File: config.mk
export PLATFORM = sky130hd
export DESIGN_NAME = pte_loc_cache
export DESIGN_NICKNAME = d
export VERILOG_FILES = /design/src/rtl/pec_pkg.sv /design/src/rtl/pec_cam.sv /design/src/rtl/pec_lru.sv /design/src/rtl/pte_loc_cache.sv
export SDC_FILE = /design/constraint.sdc
export NUM_CORES = 2
export LEC_CHECK = 0
export CAP_MARGIN = 20
export CORE_MARGIN = 2
export CORE_UTILIZATION = 60
export DETAILED_ROUTE_END_ITERATION = 8
export PLACE_DENSITY = 0.76
export SKIP_CTS_REPAIR_TIMING = 1
export SYNTH_ARGS = -nofsm -noshare
export SYNTH_HDL_FRONTEND = slang
export SYNTH_HIERARCHICAL = 1
export SYNTH_SLANG_ARGS = --single-unit
File: constraint.sdc
create_clock -name clk -period 18.9 [get_ports clk]
set_input_delay 5.67 -clock clk [delete_from_list [all_inputs] [get_ports clk]]
set_output_delay 5.67 -clock clk [all_outputs]
set_load 0.02 [all_outputs]
File: src/rtl/pec_pkg.sv
`timescale 1ns/1ps
package pec_pkg;
   typedef enum logic [1:0] {
      LVL_LEAF = 2'd0,
      LVL_DIR  = 2'd1,
      LVL_PTR  = 2'd2,
      LVL_ROOT = 2'd3
   } pec_level_e;
endpackage

File: src/rtl/pec_cam.sv
`timescale 1ns/1ps
module pec_cam #(
   parameter int ENTRIES = 16,
   parameter int TAG_W   = 49,
   parameter int DATA_W  = 40,
   localparam int IW     = $clog2(ENTRIES)
) (
   input  logic               clk,
   input  logic               rst_n,
   input  logic               flush,
   input  logic               wr_en,
   input  logic [IW-1:0]      wr_slot,
   input  logic [TAG_W-1:0]   wr_tag,
   input  logic [DATA_W-1:0]  wr_data,
   input  logic [TAG_W-1:0]   lk_tag,
   output logic [ENTRIES-1:0] lk_match,
   output logic [ENTRIES-1:0] wr_match,
   output logic [ENTRIES-1:0] valid_q,
   output logic [DATA_W-1:0]  rd_data
);
   logic [TAG_W-1:0]  tag_q  [ENTRIES];
   logic [DATA_W-1:0] data_q [ENTRIES];

   for (genvar g = 0; g < ENTRIES; g++) begin : g_ent
      assign lk_match[g] = valid_q[g] && (tag_q[g] == lk_tag);
      assign wr_match[g] = valid_q[g] && (tag_q[g] == wr_tag);

      always_ff @(posedge clk) begin
         if (!rst_n || flush) begin
            valid_q[g] <= 1'b0;
         end else if (wr_en && wr_slot == IW'(g)) begin
            valid_q[g] <= 1'b1;
         end
      end

      always_ff @(posedge clk) begin
         if (wr_en && !flush && wr_slot == IW'(g)) begin
            tag_q[g]  <= wr_tag;
            data_q[g] <= wr_data;
         end
      end
   end

   always_comb begin
      rd_data = '0;
      for (int i = 0; i < ENTRIES; i++) begin
         if (lk_match[i]) rd_data = rd_data | data_q[i];
      end
   end

   p_unique_tag_r5: assert property (@(posedge clk) disable iff (!rst_n)
      $onehot0(lk_match) && $onehot0(wr_match));
   p_flush_empties_r8: assert property (@(posedge clk) disable iff (!rst_n)
      flush |=> (valid_q == '0));
endmodule

File: src/rtl/pec_lru.sv
`timescale 1ns/1ps
module pec_lru #(
   parameter int ENTRIES = 16,
   localparam int IW     = $clog2(ENTRIES)
) (
   input  logic          clk,
   input  logic          rst_n,
   input  logic          touch_en,
   input  logic [IW-1:0] touch_slot,
   output logic [IW-1:0] oldest_slot
);
   logic [IW-1:0]      age_q [ENTRIES];
   logic [ENTRIES-1:0] is_oldest;
   logic [IW-1:0]      touched_age;

   assign touched_age = age_q[touch_slot];

   for (genvar g = 0; g < ENTRIES; g++) begin : g_age
      assign is_oldest[g] = (age_q[g] == IW'(ENTRIES - 1));
      always_ff @(posedge clk) begin
         if (!rst_n) begin
            age_q[g] <= IW'(g);
         end else if (touch_en) begin
            if (touch_slot == IW'(g))        age_q[g] <= '0;
            else if (age_q[g] < touched_age) age_q[g] <= age_q[g] + 1'b1;
         end
      end
   end

   always_comb begin
      oldest_slot = '0;
      for (int i = 0; i < ENTRIES; i++) begin
         if (is_oldest[i]) oldest_slot = IW'(i);
      end
   end

   p_single_oldest_r7: assert property (@(posedge clk) disable iff (!rst_n)
      $onehot(is_oldest));
   p_touch_youngest_r7: assert property (@(posedge clk) disable iff (!rst_n)
      touch_en |=> (oldest_slot != $past(touch_slot)));
endmodule

File: src/rtl/pte_loc_cache.sv
`timescale 1ns/1ps
module pte_loc_cache #(
   parameter int PPN_W   = 40,
   parameter int IDX_W   = 9,
   parameter int ENTRIES = 16
) (
   input  logic             clk,
   input  logic             rst_n,
   input  logic             flush,
   input  logic             lk_valid,
   input  logic [PPN_W-1:0] lk_base,
   input  logic [IDX_W-1:0] lk_idx,
   input  logic             fill_valid,
   input  logic [1:0]       fill_level,
   input  logic [PPN_W-1:0] fill_base,
   input  logic [IDX_W-1:0] fill_idx,
   input  logic [PPN_W-1:0] fill_next,
   output logic             rsp_valid,
   output logic             rsp_hit,
   output logic [PPN_W-1:0] rsp_next
);
   import pec_pkg::*;

   localparam int TAG_W = PPN_W + IDX_W;
   localparam int IW    = $clog2(ENTRIES);

   if (ENTRIES < 2 || (1 << IW) != ENTRIES) begin : g_chk_depth
      $error("ENTRIES must be a power of two of at least 2");
   end
   if (PPN_W < 1 || IDX_W < 1) begin : g_chk_width
      $error("PPN_W and IDX_W must be positive");
   end

   logic [TAG_W-1:0]   lk_tag, wr_tag;
   logic [ENTRIES-1:0] lk_match, wr_match, valid_q;
   logic [PPN_W-1:0]   rd_data;
   logic [IW-1:0]      oldest_slot, lk_slot, dup_slot, free_slot, wr_slot, touch_slot;
   logic               fill_ok, lk_hit_now, has_free, touch_en;
   pec_level_e         lvl;

   assign lk_tag = {lk_base, lk_idx};
   assign wr_tag = {fill_base, fill_idx};
   assign lvl    = pec_level_e'(fill_level);

   assign fill_ok    = fill_valid && (lvl != LVL_LEAF) && !flush;
   assign lk_hit_now = lk_valid && (|lk_match) && !flush;
   assign has_free   = !(&valid_q);

   always_comb begin
      lk_slot   = '0;
      dup_slot  = '0;
      free_slot = '0;
      for (int i = ENTRIES - 1; i >= 0; i--) begin
         if (lk_match[i]) lk_slot   = IW'(i);
         if (wr_match[i]) dup_slot  = IW'(i);
         if (!valid_q[i]) free_slot = IW'(i);
      end
   end

   always_comb begin
      if (|wr_match)     wr_slot = dup_slot;
      else if (has_free) wr_slot = free_slot;
      else               wr_slot = oldest_slot;
   end

   assign touch_en   = fill_ok || lk_hit_now;
   assign touch_slot = fill_ok ? wr_slot : lk_slot;

   pec_cam #(.ENTRIES(ENTRIES), .TAG_W(TAG_W), .DATA_W(PPN_W)) u_cam (
      .clk      (clk),
      .rst_n    (rst_n),
      .flush    (flush),
      .wr_en    (fill_ok),
      .wr_slot  (wr_slot),
      .wr_tag   (wr_tag),
      .wr_data  (fill_next),
      .lk_tag   (lk_tag),
      .lk_match (lk_match),
      .wr_match (wr_match),
      .valid_q  (valid_q),
      .rd_data  (rd_data)
   );

   pec_lru #(.ENTRIES(ENTRIES)) u_lru (
      .clk         (clk),
      .rst_n       (rst_n),
      .touch_en    (touch_en),
      .touch_slot  (touch_slot),
      .oldest_slot (oldest_slot)
   );

   always_ff @(posedge clk) begin
      if (!rst_n) begin
         rsp_valid <= 1'b0;
         rsp_hit   <= 1'b0;
         rsp_next  <= '0;
      end else begin
         rsp_valid <= lk_valid;
         rsp_hit   <= lk_hit_now;
         rsp_next  <= lk_hit_now ? rd_data : '0;
      end
   end

   p_rsp_timing_r2: assert property (@(posedge clk) disable iff (!rst_n)
      lk_valid |=> rsp_valid);
   p_idle_quiet_r2: assert property (@(posedge clk) disable iff (!rst_n)
      !lk_valid |=> (!rsp_hit && rsp_next == '0));
   p_flush_miss_r8: assert property (@(posedge clk) disable iff (!rst_n)
      (flush && lk_valid) |=> (rsp_valid && !rsp_hit));
   p_leaf_ignored_r4: assert property (@(posedge clk) disable iff (!rst_n)
      (fill_valid && fill_level == 2'd0 && !flush) |=> $stable(valid_q));
endmodule

==> flow_metrics.tcl <==
set metrics [dict create \
    outcome "completed" \
    max_cap_violations 0 \
    slowest_delay_ps 570 \
    place_congestion 1.04 \
    grt_pass1_vias 50046 \
    io_buffers 186 \
    wl_per_cell_um 35.9 \
    clock_sinks 1546 \
    drcViolationCount 0 \
    vias_per_cell 7.08 \
    vias 52117 \
    cts_made_buffers 159 \
    critPathTopFamily "buffers and inverters" \
    multi_input_area_um2 25700 \
    fin_skew_ps 36.6 \
    clockRootBuffer "clkbuf_16" \
    cts_tree "done" \
    utilization_pct 67.4 \
    firstDrtPassIters 9 \
    yosysTopAreaCellShare_pct 60.4 \
    slew_viol_final 0 \
    grt_util_all_layers_pct 41.3 \
    stdcell_area_um2 82200 \
    worstMarginPinSlew_ps 1220 \
    setup_violations 0 \
    dieArea_um2 126000 \
    cts.clk_slew.worst_paths_ps 60 \
    area_growth_pct 11.1 \
    netlist_area_um2 74000 \
    wirelength_um 264000 \
    n_fill_cell 8541 \
    required_ps 19370 \
    period_share_pct 69.4 \
    crit_path_end_kind "flop" \
    fin_nets 5805 \
    drtAntennaViolNets 0 \
    ys_seq_area_share_pct 61.9 \
    syn_inst 5385 \
    relSlewSlack_pct 17.7 \
    rsz0062_at_grt "no" \
    yosysTopAreaCell "edfxtp_1" \
    fp.dieH_um 355 \
    die_w_um 355 \
    period_minus_slack_ps 13110 \
    initial_utilization_pct 60.7 \
    ys_warn_count 6 \
    worst_path_max_delay_cell "clkdlybuf4s50_1" \
    startpoint_type "input port" \
    core-area_um2 122000 \
    synth_area_leaders "edfxtp_1 60%, xor2_1 12%, xnor2_1 4.9%, nor4_1 2.4%, a22oi_1 2.2%" \
    power.density_nw_per_um2 89.8 \
    grt_max_degree 78 \
    overflow 0 \
    crit_type "input port to flop" \
    finalHoldViolations 0 \
    critPathBufInv 7 \
    hold_path_class "flop to flop" \
    grt_pass1_wl_um 366000 \
    synthArstFlopShare_pct 0 \
    drive_gt1_share_pct 10.8 \
    synth_nets 5594 \
    io_pins 187 \
    antenna_found_initial 11 \
    seqCellArea_um2 45800 \
    worstPathArrival_ps 13580 \
    tns_ps 0 \
    ys.flop_type "edfxtp_1" \
    netlist_top_cells_count "1488 x edfxtp_1, 1020 x xor2_1, 418 x xnor2_1, 285 x nor4_1, 216 x a22oi_1" \
    clk_latency_ps 840 \
    syn_avg_cell_area_um2 13.7 \
    dp_hpwl_um 155000 \
    ys_seq_elements 1546 \
    p_leak_nw 27.3 \
    ys_types 91 \
    irDropWorstVdd_uv 96.8 \
    placed_cell_area_um2 77200 \
    rows 128 \
    synth_edf_count 1488 \
    yosysMostFrequentCell "edfxtp_1" \
    clock.fmax_ghz 0.0763 \
    cp_max_fo 41 \
    h-tree-depth 4 \
    worst_path_most_repeated_cell "buf_4" \
    clock_path_buffers 3 \
    worstPathCellList "clkdlybuf4s50_1 > buf_4 > inv_2 > a221o_1 > nor4_1 > and4_2 > buf_4 > inv_1 > nor3_1 > nor2_1 > o31ai_1 > nand3_1 > a2111oi_0 > a31oi_1 > o31ai_4 > buf_4 > mux4_2 > mux4_2 > inv_1 > ha_1 > a2111o_1 > or2_1 > o2111ai_1" \
    dr.first_iter.drc_count 9310 \
]
## worst reg2reg max path, cell delays in order, from the launching register on
cell and delay [ps]:
edfxtp_1 440, nor2b_1 160, or4_1 550, nor3_1 230
nand4_1 130, nor4_1 860, nor2_1 170, o31ai_1 300
a211oi_1 130, o31ai_1 580, a31oi_1 260, o31ai_4 100
buf_4 380, mux4_2 570, mux4_2 460, inv_1 530
ha_1 390, a2111o_1 380, or2_1 280, o2111ai_1 410
## cell type report
class	count	share of cell area [%]
Inverter	213	0.972
Clock buffer	202	5.19
Clock inverter	90	0.936
Tap cell	1625	2.47
Antenna cell	5	0.0152
Timing Repair Buffer	364	3.40
Multi-Input combinational cell	3312	31.3
Sequential cell	1546	55.7
## kinds of logic (layout without fill, tap and decap cells)
| family | after synthesis | count (layout) | share of synthesized area (%) |
|---|---|---|---|
| adders and majority gates | 64 | 64 | 1.08 |
| DFF | 1546 | 1546 | 61.9 |
| other | 0 | 5 | 0 |
| and+or+nand+nor | 1107 | 1107 | 8.66 |
| muxes | 21 | 21 | 0.556 |
| buffers and inverters | 527 | 869 | 3.65 |
| AOI/OAI and AO/OA | 679 | 679 | 7.03 |
| xor gates and xnor gates | 1441 | 1441 | 17.1 |
## registers in the layout, summed over array words and instances, names as in the netlist
register,count
u_lru/age_q,64
u_cam/data_q,640
rsp_hit,1
rsp_valid,1
u_cam/tag_q,784
rsp_next,40
u_cam/valid_q,16
## metal layers
layer	vias up	part of all wire, %	global-route usage (%)
met2	4817	42	60.1
met4	8	8.3	28.3
met1	25415	34	53.1
met3	1185	15	13.0
met5	-	0.022	0
li1	20692	-	-
## placed cells by master, fill, tap and decap left out, drive strengths merged, types with 8 or more instances in the layout
cell type / count
edfxtp: 1488
xor2: 1020
xnor2: 421
nor4: 307
buf: 261
inv: 221
a22oi: 216
nand4: 205
clkbuf: 202
nand2: 180
clkdlybuf4s50: 103
nor2: 90
nand3: 83
o311ai: 81
nor3: 78
clkinv: 74
ha: 64
dfxtp: 58
and2: 53
a21oi: 48
a32oi: 45
o22ai: 41
or3: 41
o21ai: 40
o2bb2ai: 26
o211ai: 25
a221oi: 22
nand2b: 17
nor2b: 16
mux4: 16
a31oi: 14
and3: 12
a211oi: 11
a2111oi: 11
o21a: 11
a222oi: 10
or4: 8
## where the power goes
group | switching [mW] | leakage (nW) | internal, mW
clock | 1.38 | 2.47 | 1.69
combinational | 0.393 | 11.0 | 0.144
sequential | 0.0119 | 13.8 | 3.76
## path summary, 6_finish.rpt
path / from / endpoint / slack, ps / depth (start not counted)
min: u_lru/age_q[8][0] / u_lru/age_q[8][0] / 660 / 1
min reg2reg: u_lru/age_q[8][0] / u_lru/age_q[8][0] / 660 / 1
max reg2reg: u_cam/tag_q[1][343] / u_lru/age_q[10][3] / 11240 / 19
max: lk_base[8] / u_lru/age_q[10][3] / 5790 / 23
## metrics by stage
stage	hold WS, ps	worst slack (ps)	power (mW)	std cells
floorplan	507	3240	4.11	5385
global placement	621	5200	4.34	7057
detailed placement	637	5160	4.35	7059
CTS	645	6000	7.36	7351
global route	682	5480	7.51	7355
finish	660	5790	7.39	7357
(Power assumes the default switching activity.)
